==> src/rtl/tfm_pkg.sv <==
package tfm_pkg;
  typedef enum logic [1:0] {
    BAND_HIGH = 2'b00,
    BAND_MID  = 2'b01,
    BAND_EXT  = 2'b10,
    BAND_RSV  = 2'b11
  } band_e;

  typedef enum logic {
    ST_WAIT = 1'b0,
    ST_RUN  = 1'b1
  } meas_st_e;

  function automatic logic band_is_slow(input logic [1:0] b);
    return band_e'(b) == BAND_MID;
  endfunction
endpackage

==> src/rtl/tfm_edge_sync.sv <==
module tfm_edge_sync #(
  parameter int STAGES = 2
) (
  input  logic clk,
  input  logic rst_n,
  input  logic sig_in,
  output logic toggle
);
  localparam int LEN = STAGES + 1;
  logic [LEN-1:0] chain;

  always_ff @(posedge clk) begin
    if (!rst_n) chain <= '0;
    else        chain <= {chain[LEN-2:0], sig_in};
  end

  // compare the last synchronised stage with its delayed copy
  assign toggle = chain[LEN-2] ^ chain[LEN-1];
endmodule

==> src/rtl/tfm_unit_gen.sv <==
module tfm_unit_gen
  import tfm_pkg::*;
(
  input  logic       clk,
  input  logic       rst_n,
  input  logic       tick_in,
  input  logic [1:0] band_sel,
  input  logic       restart,
  output logic       unit
);
  logic phase;
  logic slow;

  assign slow = band_is_slow(band_sel);
  assign unit = tick_in & (slow ? phase : 1'b1);

  always_ff @(posedge clk) begin
    if (!rst_n || restart)  phase <= 1'b0;
    else if (tick_in && slow) phase <= ~phase;
  end

  assert_unit_rate_R3: assert property (@(posedge clk) disable iff (!rst_n)
    (unit && slow && !restart) |=> !(unit && slow));
endmodule

==> src/rtl/tfm_meas_core.sv <==
module tfm_meas_core
  import tfm_pkg::*;
#(
  parameter int GATE_UNITS = 511,
  parameter int N_W = 8,
  parameter int R_W = 8
) (
  input  logic           clk,
  input  logic           rst_n,
  input  logic           toggle,
  input  logic           unit,
  output logic           restart,
  output logic           fin_ok,
  output logic [N_W-1:0] fin_n,
  output logic [R_W-1:0] fin_r,
  output logic           done_o,
  output logic           notone_o
);
  localparam int CNT_W = $clog2(GATE_UNITS);
  localparam int RC_W  = $clog2(GATE_UNITS + 1);
  localparam logic [CNT_W-1:0] LAST = CNT_W'(GATE_UNITS - 1);

  meas_st_e       st;
  logic [CNT_W-1:0] gcnt;
  logic [N_W-1:0] n_q, n_nx;
  logic           ovf_q, ovf_nx;
  logic [RC_W-1:0] r_q, r_nx;
  logic           gate_end, wait_to, fin_bad;

  always_comb begin
    n_nx     = toggle ? N_W'(n_q + 1'b1) : n_q;
    ovf_nx   = ovf_q | (toggle && (n_q == '1));
    r_nx     = toggle ? '0 : (unit ? RC_W'(r_q + 1'b1) : r_q);
    gate_end = (st == ST_RUN) && unit && (gcnt == LAST);
    wait_to  = (st == ST_WAIT) && !toggle && unit && (gcnt == LAST);
    restart  = (st == ST_WAIT) && toggle;
    fin_ok   = gate_end && !ovf_nx && (n_nx != '0);
    fin_bad  = gate_end && !fin_ok;
    fin_n    = n_nx;
    fin_r    = R_W'(r_nx);
  end

  always_ff @(posedge clk) begin
    if (!rst_n) begin
      st <= ST_WAIT; gcnt <= '0; n_q <= '0; ovf_q <= 1'b0; r_q <= '0;
      done_o <= 1'b0; notone_o <= 1'b0;
    end else begin
      done_o   <= fin_ok;
      notone_o <= fin_bad | wait_to;
      if (st == ST_WAIT) begin
        if (toggle) begin
          st <= ST_RUN; gcnt <= '0; n_q <= '0; ovf_q <= 1'b0; r_q <= '0;
        end else if (unit) begin
          gcnt <= wait_to ? '0 : CNT_W'(gcnt + 1'b1);
        end
      end else begin
        n_q <= n_nx; ovf_q <= ovf_nx; r_q <= r_nx;
        if (gate_end) begin
          st <= ST_WAIT; gcnt <= '0;
        end else if (unit) begin
          gcnt <= CNT_W'(gcnt + 1'b1);
        end
      end
    end
  end

  assert_gate_bound_R2: assert property (@(posedge clk) disable iff (!rst_n)
    gcnt <= LAST);
  assert_residual_fits_R4: assert property (@(posedge clk) disable iff (!rst_n)
    fin_ok |-> (int'(r_nx) < (1 << R_W)));
  assert_done_single_R5: assert property (@(posedge clk) disable iff (!rst_n)
    done_o |=> !done_o);
endmodule

==> src/rtl/tfm_result_port.sv <==
module tfm_result_port #(
  parameter int W = 16
) (
  input  logic         clk,
  input  logic         rst_n,
  input  logic         load,
  input  logic [W-1:0] load_data,
  input  logic         ready,
  output logic         valid,
  output logic [W-1:0] data
);
  always_ff @(posedge clk) begin
    if (!rst_n) begin
      valid <= 1'b0;
      data  <= '0;
    end else if (load) begin
      valid <= 1'b1;
      data  <= load_data;
    end else if (ready) begin
      valid <= 1'b0;
    end
  end

  assert_hold_R8: assert property (@(posedge clk) disable iff (!rst_n)
    (valid && !ready && !load) |=> (valid && $stable(data)));
endmodule

==> src/rtl/tone_meas_counter.sv <==
module tone_meas_counter
  import tfm_pkg::*;
#(
  parameter int GATE_UNITS = 511,
  parameter int N_W = 8,
  parameter int R_W = 8
) (
  input  logic               clk,
  input  logic               rst_n,
  input  logic               sig_in,
  input  logic               tick_in,
  input  logic [1:0]         band_sel,
  output logic               done_o,
  output logic               notone_o,
  output logic               res_valid,
  input  logic               res_ready,
  output logic [N_W+R_W-1:0] res_data
);
  localparam int RES_W = N_W + R_W;

  logic           toggle, unit, restart, fin_ok;
  logic [N_W-1:0] fin_n;
  logic [R_W-1:0] fin_r;

  tfm_edge_sync #(.STAGES(2)) u_sync (
    .clk(clk), .rst_n(rst_n), .sig_in(sig_in), .toggle(toggle)
  );

  tfm_unit_gen u_unit (
    .clk(clk), .rst_n(rst_n), .tick_in(tick_in), .band_sel(band_sel),
    .restart(restart), .unit(unit)
  );

  tfm_meas_core #(.GATE_UNITS(GATE_UNITS), .N_W(N_W), .R_W(R_W)) u_core (
    .clk(clk), .rst_n(rst_n), .toggle(toggle), .unit(unit),
    .restart(restart), .fin_ok(fin_ok), .fin_n(fin_n), .fin_r(fin_r),
    .done_o(done_o), .notone_o(notone_o)
  );

  tfm_result_port #(.W(RES_W)) u_port (
    .clk(clk), .rst_n(rst_n), .load(fin_ok), .load_data({fin_n, fin_r}),
    .ready(res_ready), .valid(res_valid), .data(res_data)
  );

  assert_done_valid_R5: assert property (@(posedge clk) disable iff (!rst_n)
    done_o |-> res_valid);
  assert_done_nonzero_R5: assert property (@(posedge clk) disable iff (!rst_n)
    done_o |-> (res_data[R_W +: N_W] != '0));
endmodule

==> config.mk <==
export PLATFORM = sky130hd
export DESIGN_NAME = tone_meas_counter
export DESIGN_NICKNAME = d
export VERILOG_FILES = /design/src/rtl/tfm_pkg.sv /design/src/rtl/tfm_edge_sync.sv /design/src/rtl/tfm_unit_gen.sv /design/src/rtl/tfm_meas_core.sv /design/src/rtl/tfm_result_port.sv /design/src/rtl/tone_meas_counter.sv
export SDC_FILE = /design/constraint.sdc
export NUM_CORES = 1
export LEC_CHECK = 0
export BUFFER_PORTS_ARGS = -buffer_cell sky130_fd_sc_hd__buf_2
export CAP_MARGIN = 10
export CORE_ASPECT_RATIO = 1.25
export CORE_MARGIN = 5
export CORE_UTILIZATION = 35
export DETAILED_ROUTE_END_ITERATION = 16
export PLACE_DENSITY_LB_ADDON = 0.2
export SETUP_SLACK_MARGIN = 0.15
export SYNTH_ARGS = -nofsm -noshare
export SYNTH_HDL_FRONTEND = slang
export SYNTH_SLANG_ARGS = --single-unit
==> constraint.sdc <==
create_clock -name clk -period 5.3 [get_ports clk]
set_input_delay 1.06 -clock clk [delete_from_list [all_inputs] [get_ports clk]]
set_output_delay 1.06 -clock clk [all_outputs]
set_load 0.05 [all_outputs]
## Yosys cells after proc, flatten, opt, wreduce, memory -nomap -nowiden

Index checks and enable logic that the tools add are counted.

| operators by class | value |
|---|---|
| eq/ne operators | 4 |
| add/subtract/negate cells | 3 |
| muxes and demuxes | 21 |
| reductions and logical operators | 23 |
| bitwise logic cells | 6 |

Operators with widths:

| operator | count |
|---|---|
| $mux 9 | 10 |
| $mux 8 | 3 |
| $add 9x1->9 const B | 2 |
| $logic_and 1x1->1 | 11 |
| $eq 9x9->1 const B | 1 |
| $add 8x1->8 const B | 1 |
| $eq 8x8->1 const B | 1 |
| $mux 1 | 8 |
| $reduce_bool 8->1 | 1 |
| $reduce_bool 2->1 | 3 |
| $logic_not 1->1 | 4 |
| $reduce_and 2->1 | 2 |
| $ne 3x2->1 const B | 1 |
| $reduce_bool 3->1 | 1 |
| $eq 2x1->1 const B | 1 |
| $not 1->1 | 2 |
| $or 1x1->1 | 2 |
| $and 1x1->1 | 1 |
| $logic_or 1x1->1 | 1 |
| $xor 1x1->1 | 1 |

| word-level totals | value |
|---|---|
| input bits | 7 |
| word-level logic and storage cells | 69 |
| output and inout port bits | 19 |
| bits in registers | 51 |

## Longest topological paths before layout

Gate-level depths: netlist (run 1).

| logic depth | value |
|---|---|
| depth in word-level cells | 10 |
| gate-level depth with buffers | 8 |
| depth with buffers taken out | 7 |

## By module

From an unflattened synthesis (run 1), not the netlist that was laid out.

| unflattened totals | value |
|---|---|
| cells, all modules | 257 |
| area total of the unflattened synthesis | 2359.8 µm² |

Modules (own cells, without submodules):

| module | cells each | area each (µm²) | instances | sequential area each (µm²) |
|---|---|---|---|---|
| tfm_meas_core | 189 | 1554.0 | 1 | 580.6 |
| tfm_result_port | 54 | 649.4 | 1 | 340.3 |
| tfm_edge_sync | 7 | 88.8 | 1 | 60.1 |
| tfm_unit_gen | 7 | 67.6 | 1 | 20.0 |

## Worst setup path before layout (run 1)

OpenSTA, ideal clock, no wires.

| timing | value |
|---|---|
| kind | input-to-reg |
| start | in band_sel[0] |
| end | reg u_port.data[6] |
| buffers on the path | 0 |
| slack | 2.686 ns |
| stages on the path | 5 |
| data required time | 5.177 ns |
| arrival time | 2.491 ns |
| library setup time | 0.123 ns |
| cells stage by stage | nor3b_1 nor4_2 nand3_1 a31oi_4 mux2_1 |

| between the ends | value |
|---|---|
| cells in the longest elaborated chain, start to end | 7 |
| elaborated cells between the ends (all ways) | 9 |
| classes of those cells | eq/ne (1); mux (3); bitwise (1); reduce/logical (4) |

Ends and longest elaborated chain:

| what | RTL line | text |
|---|---|---|
| start: declaration | tone_meas_counter.sv:12 | `input logic [1:0] band_sel,` |
| $eq 2x1->1 (*) | tfm_pkg.sv:15 | `return band_e'(b) == BAND_MID;` |
| $mux 1 (*) | tfm_unit_gen.sv:15 | `assign unit = tick_in & (slow ? phase : 1'b1);` |
| $and 1x1->1 (*) | tfm_unit_gen.sv:15 |  |
| $logic_and 1x1->1 (2 in series) | tfm_meas_core.sv:34 | `gate_end = (st == ST_RUN) && unit && (gcnt == LAST);` |
| $logic_and 1x1->1 (2 in series) | tfm_meas_core.sv:37 | `fin_ok = gate_end && !ovf_nx && (n_nx != '0);` |
| end signal: assignment | tfm_result_port.sv:18 | `data <= load_data;` |
| end: declaration | tfm_result_port.sv:10 | `output logic [W-1:0] data` |

Every way passes the cells marked *; elsewhere a longest branch is shown, timed or not. The select of a mux whose other input is x is not followed.
A chain may end at the register's enable or synchronous reset.

## Worst setup path after layout (run 1)

Same ends and word-level chain as after synthesis.

==> results of run 1 <==
per-layer routing:
metal,GRT usage,up-vias,routed length [um]
li1,-,974,-
met1,0.142,886,2310
met2,0.209,23,2310
met3,0.0248,6,145
met4,0.0378,0,66
met5,0,-,0
critical path: stages:
cell and delay, ps:
buf_2 110, nor3b_1 210, nor4_2 460, nand3_1 240, a31oi_4 590, mux2_1 370
sequential cells by signal, summed over array words and instances, names as in the netlist:
signal and flops:
u_core.r_q 8, u_port.valid 1, u_unit.phase 1, u_core.done_o 1, u_core.st 1, u_core.ovf_q 1
u_core.gcnt 9, u_sync.chain 3, u_port.data 16, u_core.notone_o 1, u_core.n_q 8
placed cells by master (no fill, tap or decap), types with 4 or more instances in the layout:
cell       n
nor2_1    25
buf_2     25
clkbuf_8   6
nor3_1     5
nand4_1   13
o21ai_1    9
nand3_1   12
nand2_1   38
xnor2_1   13
a21oi_1    5
ha_1       4
mux2i_1   11
xor2_1    20
dfxtp_1   50
and2_1    13
per-stage QoR:
| stage | setup slack, ps | cell area, um2 | total power, mW | hold WS [ps] |
|---|---|---|---|---|
| 2_1_floorplan | 2690 | 2430 | 0.421 | 412 |
| 3_3_place_gp | 2180 | 2620 | 0.433 | 437 |
| 3_5_place_dp | 2090 | 2620 | 0.433 | 435 |
| 4_1_cts | 2410 | 2710 | 0.662 | 450 |
| 5_1_grt | 2340 | 2710 | 0.680 | 458 |
| 6_report | 2440 | 2710 | 0.653 | 440 |
power groups by stage:
stage               Combinational, mW  Clock [mW]  Sequential, mW
floorplan                      0.0302           0           0.391
global placement               0.0376           0           0.396
detailed placement             0.0375           0           0.395
CTS                            0.0376       0.237           0.387
global route                   0.0418       0.251           0.388
finish                         0.0374       0.229           0.387
cell families (layout without fill, tap and decap cells):
| family | count (synthesis) | after routing | synth area share |
|---|---|---|---|
| fa+ha+maj | 4 | 4 | 0.0206 |
| xor+xnor | 34 | 34 | 0.126 |
| buf+inv | 16 | 37 | 0.0283 |
| mux | 13 | 13 | 0.0546 |
| flops | 50 | 50 | 0.412 |
| simple gates | 130 | 130 | 0.273 |
| compound gates | 28 | 28 | 0.0855 |
area by class of cell:
| type | count | area [um2] | area share |
|---|---|---|---|
| well taps | 90 | 113 | 0.0416 |
| clock inverters | 1 | 5.00 | 0.00185 |
| multi-input cells | 209 | 1360 | 0.502 |
| clock buffers | 7 | 86.3 | 0.0319 |
| inverters | 3 | 11.3 | 0.00416 |
| flip-flops and latches | 50 | 1000 | 0.370 |
| repair buffers | 26 | 133 | 0.0490 |
worst max-delay path by stage:
stage / from / end / slack [ps]
after CTS: band_sel[0] / u_port.data[6] / 2410
after global routing: band_sel[0] / u_port.data[6] / 2340
after detailed placement: band_sel[0] / u_port.data[6] / 2090
after floorplan: band_sel[0] / u_port.data[6] / 2690
after global placement: band_sel[0] / u_port.data[6] / 2180
final: band_sel[0] / u_port.data[6] / 2440
==> impl_metrics.json, run 1 <==
{
  "synth_top_area_share": 0.412,
  "max_clock_freq_mhz": 350,
  "pin_count": 26,
  "critPathMaxFanout": 16,
  "stdcell_count": 386,
  "min_period_over_period": 0.540,
  "grt_usage": 0.117,
  "synth_top_cell_by_area": "dfxtp_1",
  "tightest_slew_ps": 842,
  "ys_seq_area_frac": 0.412,
  "nFillCells": 712,
  "yosysWarningCount": 0,
  "place_congestion": 0.801,
  "clkPwrFrac": 0.351,
  "swShare": 0.238,
  "synth_edf_count": 0,
  "synth_area_per_cell_um2": 8.83,
  "io_buffers": 25,
  "r2r_start": "u_core.n_q[0]",
  "synth_commonest_cells": "dfxtp_1 (50), nand2_1 (38), nor2_1 (25), xor2_1 (20)",
  "yosys-top-cells-area": "dfxtp_1 (41%), xor2_1 (7.2%), nand2_1 (5.9%)",
  "cts_resized": 0,
  "row_count": 34,
  "grt_overflow": 0,
  "p_leak_nw": 1.00,
  "outcome": "finished clean",
  "dp_hpwl_um": 3500,
  "r2r_slack_ps": 2800,
  "drive_gt1_frac": 0.145,
  "initial_core_util": 0.355,
  "wl_per_cell_um": 12.5,
  "p_switching_mw": 0.155,
  "min_path_cells": 1,
  "power_frac_comb": 0.057,
  "drtIter0Drc": 87,
  "first_pass_iters": 4,
  "post-cts-setup-buffer-count": 0,
  "end_kind": "flop",
  "clock_path_buffers": 2,
  "async_flop_share": 0,
  "antenna_cells": 0,
  "synth_fp_nets": 286,
  "hold_buffers": 0,
  "p_per_area_nw_per_um2": 241,
  "synth_cell_type_count": 52,
  "p_seq_frac": 0.592,
  "required_ps": 5490,
  "vias": 1889,
  "rsz0062_at_grt": "false",
  "final_core_util": 0.395,
  "skew_ps": 11.4,
  "coreArea_um2": 6850,
  "crit_arrival_ps": 3050,
  "clkTransAtPathRegs_ps": 90,
  "ir_drop_mv": 0.108,
  "viasPerCell": 4.89,
  "cap_violations": 0,
  "setup_violations": 0,
  "grt_pass1_wl_um": 8470,
  "layout.nets": 306,
  "synth_cells": 275,
  "worstReg2RegEnd": "u_port.data[6]",
  "hold_start": "u_sync.chain[0]",
  "slew_headroom": 0.437,
  "die_w_um": 84.5,
  "fin_setup_tns_ps": 0,
  "clock-root-buffer": "clkbuf_8",
  "place_inst": 378,
  "die-height_um": 103,
  "insertion_delay_ps": 300,
  "cts-buffers-inserted": 5,
  "syn2layout_area_growth_pct": 11.5,
  "grt_antenna_before_repair": 0,
  "antenna_left": 0,
  "period_minus_slack_ps": 2860,
  "ys_ff_latch": 50,
  "hold_class": "flop to flop",
  "synth_most_common_cell": "dfxtp_1",
  "routed_wl_um": 4830,
  "start_kind": "input port",
  "ys.flop_type": "dfxtp_1",
  "dieArea_um2": 8720,
  "cts_sinks": 50,
  "crit_type": "input port to flop",
  "rr_worst_depth": 6,
  "grt_pass1_vias": 1861,
  "grt_max_degree": 32,
  "hold_violations": 0,
  "slew_viol_final": 0,
  "tritoncts": "yes",
  "h-tree-depth": 2,
  "synth_area_um2": 2430,
  "drc": 0,
  "p_int_mw": 0.497,
  "hold_end": "u_sync.chain[1]"
}
Power figures use the tool's default switching activity.
==> run 2: changes to the inputs <==
==> constraint.sdc (replaced) <==
create_clock -name clk -period 2.5 [get_ports clk]
set_input_delay 0.5 -clock clk [delete_from_list [all_inputs] [get_ports clk]]
set_output_delay 0.5 -clock clk [all_outputs]
set_load 0.05 [all_outputs]
==> run 2 against run 1 <==
  * Critical endpoint is now u_port.data[2]
  * Total power grew 110%
  * Critical path type is now flop to flop
  * Worst hold slack got worse by 44 ps
  * Sequential share of layout area is 0.52 points lower
  * Non-clock buffer count increased by 6
==> impl_metrics.json, run 2 (synthesis gave the netlist of run 1 again) <==
{
  "fin_setup_tns_ps": 0,
  "layout.nets": 312,
  "final_core_util": 0.401,
  "skew_ps": 5.06,
  "row_count": 34,
  "period_minus_slack_ps": 2080,
  "post-cts-setup-buffer-count": 0,
  "start_kind": "flop",
  "crit_chain": "inv_1 > ha_1 > nand4_1 > nor4_2 > nand3_1 > a31oi_4 > buf_4 > mux2i_1",
  "final_common_cell": "dfxtp_1",
  "design_area_um2": 2750,
  "insertion_delay_ps": 300,
  "place_congestion": 0.762,
  "clock_path_buffers": 2,
  "first_pass_iters": 4,
  "tritoncts": "yes",
  "reg_top3": "u_port.data (16), u_core.gcnt (9)",
  "grt_pass1_vias": 1754,
  "routed_wl_um": 5080,
  "initial_core_util": 0.355,
  "hold_class": "input port to flop",
  "clkTransAtPathRegs_ps": 90,
  "antenna_cells": 0,
  "grt_pass1_wl_um": 8510,
  "slew_viol_final": 0,
  "p_per_area_nw_per_um2": 494,
  "cap_violations": 0,
  "drtIter0Drc": 128,
  "wl_per_cell_um": 13.0,
  "outcome": "finished clean",
  "max_clock_freq_mhz": 480,
  "drc": 0,
  "antenna_left": 0,
  "required_ps": 2730,
  "r2r_slack_ps": 420,
  "p_leak_nw": 1.03,
  "final_cell_mix": "dfxtp_1 (50), nand2_1 (38), nor2_1 (25), buf_2 (25), xor2_1 (20)",
  "die_w_um": 84.5,
  "crit_type": "flop to flop",
  "slowest_delay_ps": 440,
  "grt_usage": 0.121,
  "nFillCells": 702,
  "pin_count": 26,
  "cts-buffers-inserted": 5,
  "critPathMaxFanout": 8,
  "grt_overflow": 0,
  "vias": 1903,
  "placed_cell_area_um2": 2660,
  "crit_arrival_ps": 2310,
  "cts_sinks": 50,
  "dp_hpwl_um": 3730,
  "hold_violations": 0,
  "slew_headroom": 0.596,
  "rsz0062_at_grt": "false",
  "cp_slowest_cell": "nor4_2",
  "coreArea_um2": 6850,
  "min_period_over_period": 0.833,
  "largest_reg_flops": 16,
  "tightest_slew_ps": 602,
  "clock-root-buffer": "clkbuf_8",
  "ir_drop_mv": 0.294,
  "drive_gt1_frac": 0.166,
  "setup_violations": 0,
  "dieArea_um2": 8720,
  "h-tree-depth": 2,
  "hold_buffers": 0,
  "top_register": "u_port.data",
  "io_buffers": 25,
  "cts_resized": 0,
  "grt_antenna_before_repair": 0,
  "die-height_um": 103,
  "viasPerCell": 4.87,
  "grt_max_degree": 32,
  "end_kind": "flop",
  "syn2layout_area_growth_pct": 13.1
}
## run 2: changes by cell type in the layout (fill, tap and decap cells not counted)
cell,previous run,this run
buf_4,1,7
clkbuf_1,1,0
clkbuf_8,6,5
clkinv_2,1,2
nor4_1,1,0
nor4_2,1,2
## run 2: stage by stage
step | total power [mW] | setup WS [ps] | std cells | hold slack [ps]
2_1_floorplan | 0.893 | 446 | 275 | 412
3_3_place_gp | 0.923 | 284 | 384 | 436
3_5_place_dp | 0.924 | 288 | 384 | 436
4_1_cts | 1.38 | 397 | 391 | 395
5_1_grt | 1.41 | 178 | 391 | 413
6_report | 1.36 | 419 | 391 | 397
## run 2: per-layer routing
layer | GRT usage | vias up | part of all wire
met3 | 0.0224 | 6 | 0.025
li1 | - | 985 | -
met5 | 0 | - | 0
met2 | 0.212 | 22 | 0.49
met4 | 0.0438 | 0 | 0.015
met1 | 0.150 | 890 | 0.47
## run 2: final timing paths
kind                    from         endpoint  depth (start not counted)
max           u_core.gcnt[0]   u_port.data[2]                          8
max reg2reg   u_core.gcnt[0]   u_port.data[2]                          8
min                   sig_in  u_sync.chain[0]                          2
min reg2reg  u_port.data[11]  u_port.data[11]                          2
## run 2: worst max-delay path: cells and delay by family, from the launching register on
| family | cells | cell delay [ps] |
|---|---|---|
| mux | 1 | 200 |
| compound gates | 1 | 220 |
| buf+inv | 2 | 290 |
| flops | 1 | 360 |
| fa+ha+maj | 1 | 140 |
| simple gates | 3 | 820 |
## run 2: final cells by class
class,instances,area [um2],area share
clock inverter,2,10.0,0.00364
clock buffer,5,68.8,0.0251
timing repair buffer,32,178,0.0647
sequential,50,1000,0.364
inverter,3,11.3,0.00410
multi-input combinational,209,1370,0.497
tap,90,113,0.0410
## run 2: power by group
group | switching, mW | total [mW] | leakage (nW) | internal [mW]
logic | 0.0578 | 0.0884 | 0.583 | 0.0306
clock network | 0.264 | 0.453 | 0.0438 | 0.189
registers | 0.0121 | 0.816 | 0.404 | 0.804
total | 0.334 | 1.36 | 1.03 | 1.02
